File: config.mk
export PLATFORM = sky130hd
export DESIGN_NAME = nan_resolver
export DESIGN_NICKNAME = d
export VERILOG_FILES = /design/src/rtl/nan_resolver.sv
export SDC_FILE = /design/constraint.sdc
export NUM_CORES = 1
export LEC_CHECK = 0
export BUFFER_PORTS_ARGS = -buffer_cell sky130_fd_sc_hd__buf_4
export CORE_ASPECT_RATIO = 0.6
export CORE_MARGIN = 5
export CORE_UTILIZATION = 25
export CTS_CLUSTER_SIZE = 25
export DETAILED_ROUTE_END_ITERATION = 6
export SETUP_SLACK_MARGIN = 0.3
export SLEW_MARGIN = 20
export SYNTH_ARGS = -nofsm -noshare
export SYNTH_HDL_FRONTEND = slang
export SYNTH_SLANG_ARGS = --single-unit
File: constraint.sdc
create_clock -name clk -period 6.1 [get_ports clk]
set_input_delay 0.61 -clock clk [delete_from_list [all_inputs] [get_ports clk]]
set_output_delay 0.61 -clock clk [all_outputs]
set_load 0.01 [all_outputs]
File: src/rtl/nan_resolver.sv
module nan_resolver #(
  parameter int EXP_W  = 8,
  parameter int FRAC_W = 23
) (
  input  logic                        clk,
  input  logic                        rst_n,
  input  logic                        op_valid,
  input  logic [2:0]                  op_class,
  input  logic                        dn_mode,
  input  logic                        use_c,
  input  logic [EXP_W+FRAC_W:0]       op_a,
  input  logic [EXP_W+FRAC_W:0]       op_b,
  input  logic [EXP_W+FRAC_W:0]       op_c,
  input  logic                        ioc_clear,
  output logic                        res_valid,
  output logic                        res_nan,
  output logic [EXP_W+FRAC_W:0]       res_value,
  output logic                        ioc
);
  localparam int W    = EXP_W + FRAC_W + 1;
  localparam int QBIT = FRAC_W - 1;
  localparam int NOPS = 3;
  localparam logic [W-1:0] QMASK = W'(1) << QBIT;
  localparam logic [W-1:0] DNAN  = {1'b0, {EXP_W{1'b1}}, 1'b1, {(FRAC_W-1){1'b0}}};
  localparam logic [2:0] CL_ARITH = 3'b000;
  localparam logic [2:0] CL_MOV   = 3'b001;
  localparam logic [2:0] CL_ABS   = 3'b010;
  localparam logic [2:0] CL_NEG   = 3'b011;

  logic [W-1:0]    opnd [NOPS];
  logic [NOPS-1:0] is_nan, is_snan;
  logic [W-1:0]    pick, nxt_val;
  logic            nxt_nan, nxt_set;

  assign opnd[0] = op_a;
  assign opnd[1] = op_b;
  assign opnd[2] = op_c;

  for (genvar i = 0; i < NOPS; i++) begin : g_cls
    logic active;
    assign active     = (i == NOPS - 1) ? use_c : 1'b1;
    assign is_nan[i]  = active && (&opnd[i][W-2:FRAC_W]) && (|opnd[i][FRAC_W-1:0]);
    assign is_snan[i] = is_nan[i] && !opnd[i][QBIT];
  end

  always_comb begin
    pick = '0;
    for (int i = NOPS - 1; i >= 0; i--)
      if (is_nan[i] && !(|is_snan)) pick = opnd[i];
    for (int i = NOPS - 1; i >= 0; i--)
      if (is_snan[i]) pick = opnd[i] | QMASK;
  end

  always_comb begin
    nxt_set = 1'b0;
    nxt_nan = is_nan[0];
    nxt_val = opnd[0];
    case (op_class)
      CL_ARITH: begin
        nxt_nan = |is_nan;
        nxt_set = |is_snan;
        nxt_val = dn_mode ? DNAN : pick;
      end
      CL_MOV:  nxt_val = opnd[0];
      CL_ABS:  nxt_val = {1'b0, opnd[0][W-2:0]};
      CL_NEG:  nxt_val = {~opnd[0][W-1], opnd[0][W-2:0]};
      default: nxt_val = opnd[0];
    endcase
    if (!nxt_nan) nxt_val = '0;
  end

  always_ff @(posedge clk) begin
    if (!rst_n) begin
      res_valid <= 1'b0;
      res_nan   <= 1'b0;
      res_value <= '0;
      ioc       <= 1'b0;
    end else begin
      res_valid <= op_valid;
      res_nan   <= op_valid && nxt_nan;
      res_value <= op_valid ? nxt_val : '0;
      ioc       <= (ioc && !ioc_clear) || (op_valid && nxt_set);
    end
  end

  a_r2_valid_follows_strobe: assert property (@(posedge clk) disable iff (!rst_n)
    res_valid |-> $past(op_valid));
  a_r1_result_is_nan: assert property (@(posedge clk) disable iff (!rst_n)
    res_nan |-> (&res_value[W-2:FRAC_W]) && (|res_value[FRAC_W-1:0]));
  a_r3_default_pattern: assert property (@(posedge clk) disable iff (!rst_n)
    (res_nan && $past(dn_mode && op_class == CL_ARITH)) |-> res_value == DNAN);
  a_r4_arith_quiet: assert property (@(posedge clk) disable iff (!rst_n)
    (res_nan && $past(op_class == CL_ARITH)) |-> res_value[QBIT]);
  a_r8_transfer_exact: assert property (@(posedge clk) disable iff (!rst_n)
    (res_nan && $past(op_class[2])) |-> res_value == $past(op_a));
  a_r9_sticky: assert property (@(posedge clk) disable iff (!rst_n)
    (ioc && !ioc_clear) |=> ioc);
  a_r9_rise_cause: assert property (@(posedge clk) disable iff (!rst_n)
    $rose(ioc) |-> $past(op_valid && op_class == CL_ARITH));
endmodule

Word level (Yosys, flattened, before mapping)
Index checks and enable logic that the tools add are counted.
- register bits: 35
- RAM bits: 0
- latch bits: 0
- ROM bits: 0
- memories: 0
- output and inout bits: 35
- bits of input ports: 105
- word-level logic and storage cells: 46
- multiplexer cells: 10
- magnitude comparators: 0
- bitwise logic cells: 1
- divide/modulo/power cells: 0
- equal/unequal tests: 2
- reductions and logical operators: 29
- $add $sub $neg: 0
- shift-type cells: 0
- multipliers: 0
- operator list (operator ; number):
    2-to-1 mux 32 bit ; 7
    case mux 32 bit (3 select lines) ; 1
    OR reduction 23 bit ; 3
    AND reduction 8 bit ; 3
    logical AND 1 bit ; 13
    equality test 3 x 2 -> 1 bit, second input constant ; 2
    OR reduction 3 bit ; 2
    zero test 1 bit ; 5
    zero test 3 bit ; 1
    AND reduction 3 bit ; 1
    2-to-1 mux 1 bit ; 2
    logical OR 1 bit ; 1
    NOT 1 bit ; 1

Longest topological paths before layout
- depth after elaboration: 15
- mapped depth: 9
- gate-level depth less buffers: 8

Least setup slack after synthesis
OpenSTA, ideal clock, no wires.
- path kind: input to register
- start point: in op_c[17]
- end point: reg res_value[11]
- required time: 6014 ps
- path slack: 3732 ps
- data arrival time: 2282 ps
- buffers on the path: 1
- library setup time: 86 ps
- stages on the path: 8
- path through: nor4_1 nand4_1 o21a_1 a2111oi_4 buf_4 a32o_1 o21ai_1 a221oi_2
- cells in the longest elaborated chain, start to end: 14
- elaborated cells on any way between the ends: 19
- those cells by class: mux: 9; reduce/logical: 10
- RTL lines (element ; line ; text):
    from (decl) ; 13 ; input logic [EXP_W+FRAC_W:0] op_c,
    OR reduction 23 bit (*) ; 42 ; assign is_nan[i] = active && (&opnd[i][W-2:FRAC_W]) && (|opnd[i][FRAC_W-1:0]);
    logical AND 1 bit (*) ; 42 ;
    logical AND 1 bit ; 43 ; assign is_snan[i] = is_nan[i] && !opnd[i][QBIT];
    OR reduction 3 bit ; 49 ; if (is_nan[i] && !(|is_snan)) pick = opnd[i];
    zero test 1 bit ; 49 ;
    logical AND 1 bit ; 49 ;
    2-to-1 mux 32 bit (3 in series) ; 49 ;
    2-to-1 mux 32 bit (3 in series) ; 51 ; if (is_snan[i]) pick = opnd[i] | QMASK;
    2-to-1 mux 32 bit ; 62 ; nxt_val = dn_mode ? DNAN : pick;
    case mux 32 bit (3 select lines) ; 58 ; case (op_class)
    to (signal assigned) ; 81 ; res_value <= op_valid ? nxt_val : '0;
    to (decl) ; 17 ; output logic [EXP_W+FRAC_W:0] res_value,
Every way passes the cells marked *; elsewhere a longest branch is shown, timed or not.
A chain may end at the register's enable or synchronous reset.

Worst setup path in the final report
- start point: in op_a[11]
- end point: reg res_value[21]
- cells in the longest elaborated chain, start to end: 14
- elaborated cells on any way between the ends: 19
- those cells by class: mux: 9; reduce/logical: 10
- RTL lines (element ; line ; text):
    from (decl) ; 11 ; input logic [EXP_W+FRAC_W:0] op_a,
    OR reduction 23 bit (*) ; 42 ;
    logical AND 1 bit (*) ; 42 ;
    logical AND 1 bit ; 43 ;
    OR reduction 3 bit ; 49 ;
    zero test 1 bit ; 49 ;
    logical AND 1 bit ; 49 ;
    2-to-1 mux 32 bit (3 in series) ; 49 ;
    2-to-1 mux 32 bit (3 in series) ; 51 ;
    2-to-1 mux 32 bit ; 62 ;
    case mux 32 bit (3 select lines) ; 58 ;
Marks and branches as above.

==> impl_metrics.yaml <==
power_and_ir_drop:
  static_leakage_nw: 1.44
  ir_worst_vdd_mv: 0.103
  p_int_mw: 0.433
  power.share.switching_pct: 25.2
  share_clk_of_total_power_pct: 43.1
  power.density_cell_area_nw_per_um2: 167
  comb_power_share_pct: 17.3
  power.switching_mw: 0.146
  sequentialPowerShare_pct: 39.6
clocking:
  ctsRootBufferMaster: "sky130_fd_sc_hd__clkbuf_16"
  clock_sink_count: 35
  cts_tree: "built"
  post_cts_buffers: 0
  cts_made_buffers: 5
  cts.clk_slew.worst_paths_ns: 0.06
  holdBufCountCts: 0
  clock_tree.buffer_depth: 2
  clock_latency_of_the_later_clocked_register_in_the_worst_skew_pair_ns: 0.28
  number_of_instances_resized_during_post_cts_repair: 0
  cts-htree-levels: 2
setup_path:
  start_kind: "input port"
  worst-setup-path-type: "in2reg"
  critical_path.reg2reg.startpoint: "ioc$_SDFF_PN0_"
  worst-endpoint-arrival_ns: 3.49
  timing.critical_path.required_ns: 6.27
  setup.worst_path.end_class: "flop"
  worstSetupStartpoint: "op_a[11]"
  cp_max_fo: 23
logic_synthesis:
  synth-edff-count: 0
  synthAdderAreaFrac_pct: 0
  netlist_instances: 261
  synth-main-ff-cell: "sky130_fd_sc_hd__dfxtp_1"
  list_of_most_frequent_post_synthesis_cells: "sky130_fd_sc_hd__dfxtp_1, sky130_fd_sc_hd__o21ai_1, sky130_fd_sc_hd__o21ai_0"
  post_synth_instance_area_um2: 2200
  synth_simple_gate_area_share_pct: 15.1
  async_flop_share_pct: 0
  yosysSeqAreaShare_pct: 31.8
  synth-compound-area-share_pct: 46.8
  postSynthRegisterBits: 35
  synth.most_common_cell: "sky130_fd_sc_hd__dfxtp_1"
  synth.mux.area_fraction_pct: 0
  number_of_warnings_reported_in_the_yosys_synthesis_log: 0
  leading_cell_types_by_total_area_after_synthesis: "sky130_fd_sc_hd__dfxtp_1, sky130_fd_sc_hd__a32o_1, sky130_fd_sc_hd__a221oi_2"
  postSynthAreaPerCell_um2: 8.43
  synth.largest_area_cell: "sky130_fd_sc_hd__dfxtp_1"
  synth_top_area_share_pct: 31.8
  synth_top_family_by_area: "compound AO/OA/AOI/OAI gates"
  syn_nets: 366
  yosys.area_share.xor_xnor_pct: 0
  count_of_unique_library_cells_instantiated_by_yosys: 38
place:
  dp_hpwl_mm: 7.52
  port_buffers: 139
  routabilityCongestion: 0.887
drt:
  wl_mm: 9.86
  detail_route.wl_per_cell_um: 19.6
  detail_route.vias_per_cell: 5.59
  route.detailed.drc: 0
  postRouteAntennaNets: 0
  drtPass1Iterations: 5
  drt_first_iter_violations: 232
  vias: 2816
final_layout:
  n_antenna_cell: 0
  finalNetCount: 496
  fillers: 891
  seq_area_um2: 701
  finalCoreUtilization_pct: 40.6
  multi_input_gate_area_in_the_final_layout_um2: 1370
  syn_to_final_growth_pct: 57.7
  drive_above_1_share_pct: 43.4
global_routing:
  first_global_vias: 2785
  total_routing_resource_utilization_after_global_routing_pct: 17.5
  pin_count_of_the_biggest_net_entering_global_routing: 27
  grt_remaining_overflow: 0
  grt_antenna_before_repair: 0
  grt_pass1_wl_mm: 15.1
run_status:
  outcome: "finished clean"
sta:
  setup_total_negative_slack_ns: 0
  post-route-period-util_pct: 54.4
  relSlewSlack_pct: 33.9
  final-max-slew-violation-count: 0
  max_freq_ghz: 0.301
  worst_slew_pin_slew_ns: 0.988
  grt_setup_unrepaired: "false"
  min_period_ns: 3.32
  worst_clock_skew_ns: 0
  hold_violations: 0
  timing.final.setup_violations: 0
floorplanning:
  die_area_um2: 10800
  core_area_um2: 8560
  die_h_um: 82.7
  fp.dieW_um: 131
  floorplan.io_pins: 140
  floorplan.initialDensity_pct: 25.7
  fp-row-count: 26
min_path:
  min-delay-start: "ioc$_SDFF_PN0_"
  hp-class: "reg2reg"
flow_run:
  timing.max_cap.violations: 0
## power by group through the flow
stage	clock (mW)	combinational (mW)	sequential (mW)
after detailed placement	0	0.0987	0.234
after global placement	0	0.0984	0.234
final	0.250	0.100	0.229
after global routing	0.274	0.108	0.229
after floorplan	0	0.0264	0.235
after CTS	0.257	0.0990	0.229
## placed cells by master (no fill, tap or decap), types with 2 or more instances in the layout
cell	n
sky130_fd_sc_hd__a211o_1	2
sky130_fd_sc_hd__a21oi_1	6
sky130_fd_sc_hd__a221oi_1	8
sky130_fd_sc_hd__a221oi_2	11
sky130_fd_sc_hd__a22oi_1	2
sky130_fd_sc_hd__a31oi_1	2
sky130_fd_sc_hd__a32o_1	19
sky130_fd_sc_hd__and2_1	4
sky130_fd_sc_hd__buf_4	143
sky130_fd_sc_hd__clkbuf_16	5
sky130_fd_sc_hd__clkinv_2	3
sky130_fd_sc_hd__dfxtp_1	35
sky130_fd_sc_hd__inv_1	11
sky130_fd_sc_hd__nand2_1	10
sky130_fd_sc_hd__nand2b_1	3
sky130_fd_sc_hd__nand3_1	5
sky130_fd_sc_hd__nand4_1	9
sky130_fd_sc_hd__nor2_1	8
sky130_fd_sc_hd__nor3_1	5
sky130_fd_sc_hd__nor4_1	15
sky130_fd_sc_hd__o211ai_1	3
sky130_fd_sc_hd__o21a_1	3
sky130_fd_sc_hd__o21ai_0	20
sky130_fd_sc_hd__o21ai_1	26
sky130_fd_sc_hd__o21bai_1	19
sky130_fd_sc_hd__o221a_2	2
sky130_fd_sc_hd__o221ai_1	2
sky130_fd_sc_hd__o22ai_1	2
## layer usage
| metal | up-vias | global-route usage, % | part of all wire, % |
|---|---|---|---|
| li1 | 1309 | - | - |
| met1 | 1303 | 22.6 | 43 |
| met4 | 0 | 2.90 | 0.92 |
| met2 | 190 | 27.3 | 43 |
| met3 | 14 | 8.05 | 13 |
| met5 | - | 0 | 0 |
## sequential cells by signal, indices dropped and copies added, names as in the netlist
signal and flops:
res_valid 1, ioc 1, res_value 32, res_nan 1
## worst paths after layout
check | endpoint | slack [ns] | cells past startpoint
min | ioc$_SDFF_PN0_ | 0.51 | 2
min reg2reg | ioc$_SDFF_PN0_ | 0.51 | 2
max | res_value[21]$_SDFF_PN0_ | 2.78 | 8
max reg2reg | ioc$_SDFF_PN0_ | 5.46 | 2
## cell families after synthesis
logic type	count (synthesis)
AO/OA/AOI/OAI	132
flip-flops	35
AND/OR/NAND/NOR	62
buffers and inverters	32
## per-stage QoR
step	std cells	cell area [um2]	setup WS (ns)	hold slack [ns]	power [mW]
floorplan	261	2200	3.73	0.497	0.261
global placement	495	3320	2.34	0.469	0.333
detailed placement	495	3320	2.33	0.498	0.333
CTS	503	3460	2.59	0.508	0.585
global route	504	3470	2.48	0.548	0.611
finish	504	3470	2.78	0.509	0.579
## layout make-up
type	instances	share of cell area (%)
Tap cell	112	4.04
Multi-Input combinational cell	194	39.5
Timing Repair Buffer	143	30.9
Inverter	12	1.30
Sequential cell	35	20.2
Clock buffer	5	3.60
Clock inverter	3	0.433
## worst max-delay path, cell delays in order
cell and delay [ns]:
sky130_fd_sc_hd__buf_4 0.13, sky130_fd_sc_hd__nor4_1 0.57, sky130_fd_sc_hd__nand4_1 0.21, sky130_fd_sc_hd__o21ai_1 0.43, sky130_fd_sc_hd__nand3_1 0.78, sky130_fd_sc_hd__o21ai_0 0.40
sky130_fd_sc_hd__o21ai_0 0.13, sky130_fd_sc_hd__o221a_2 0.23
(Power assumes the default switching activity.)
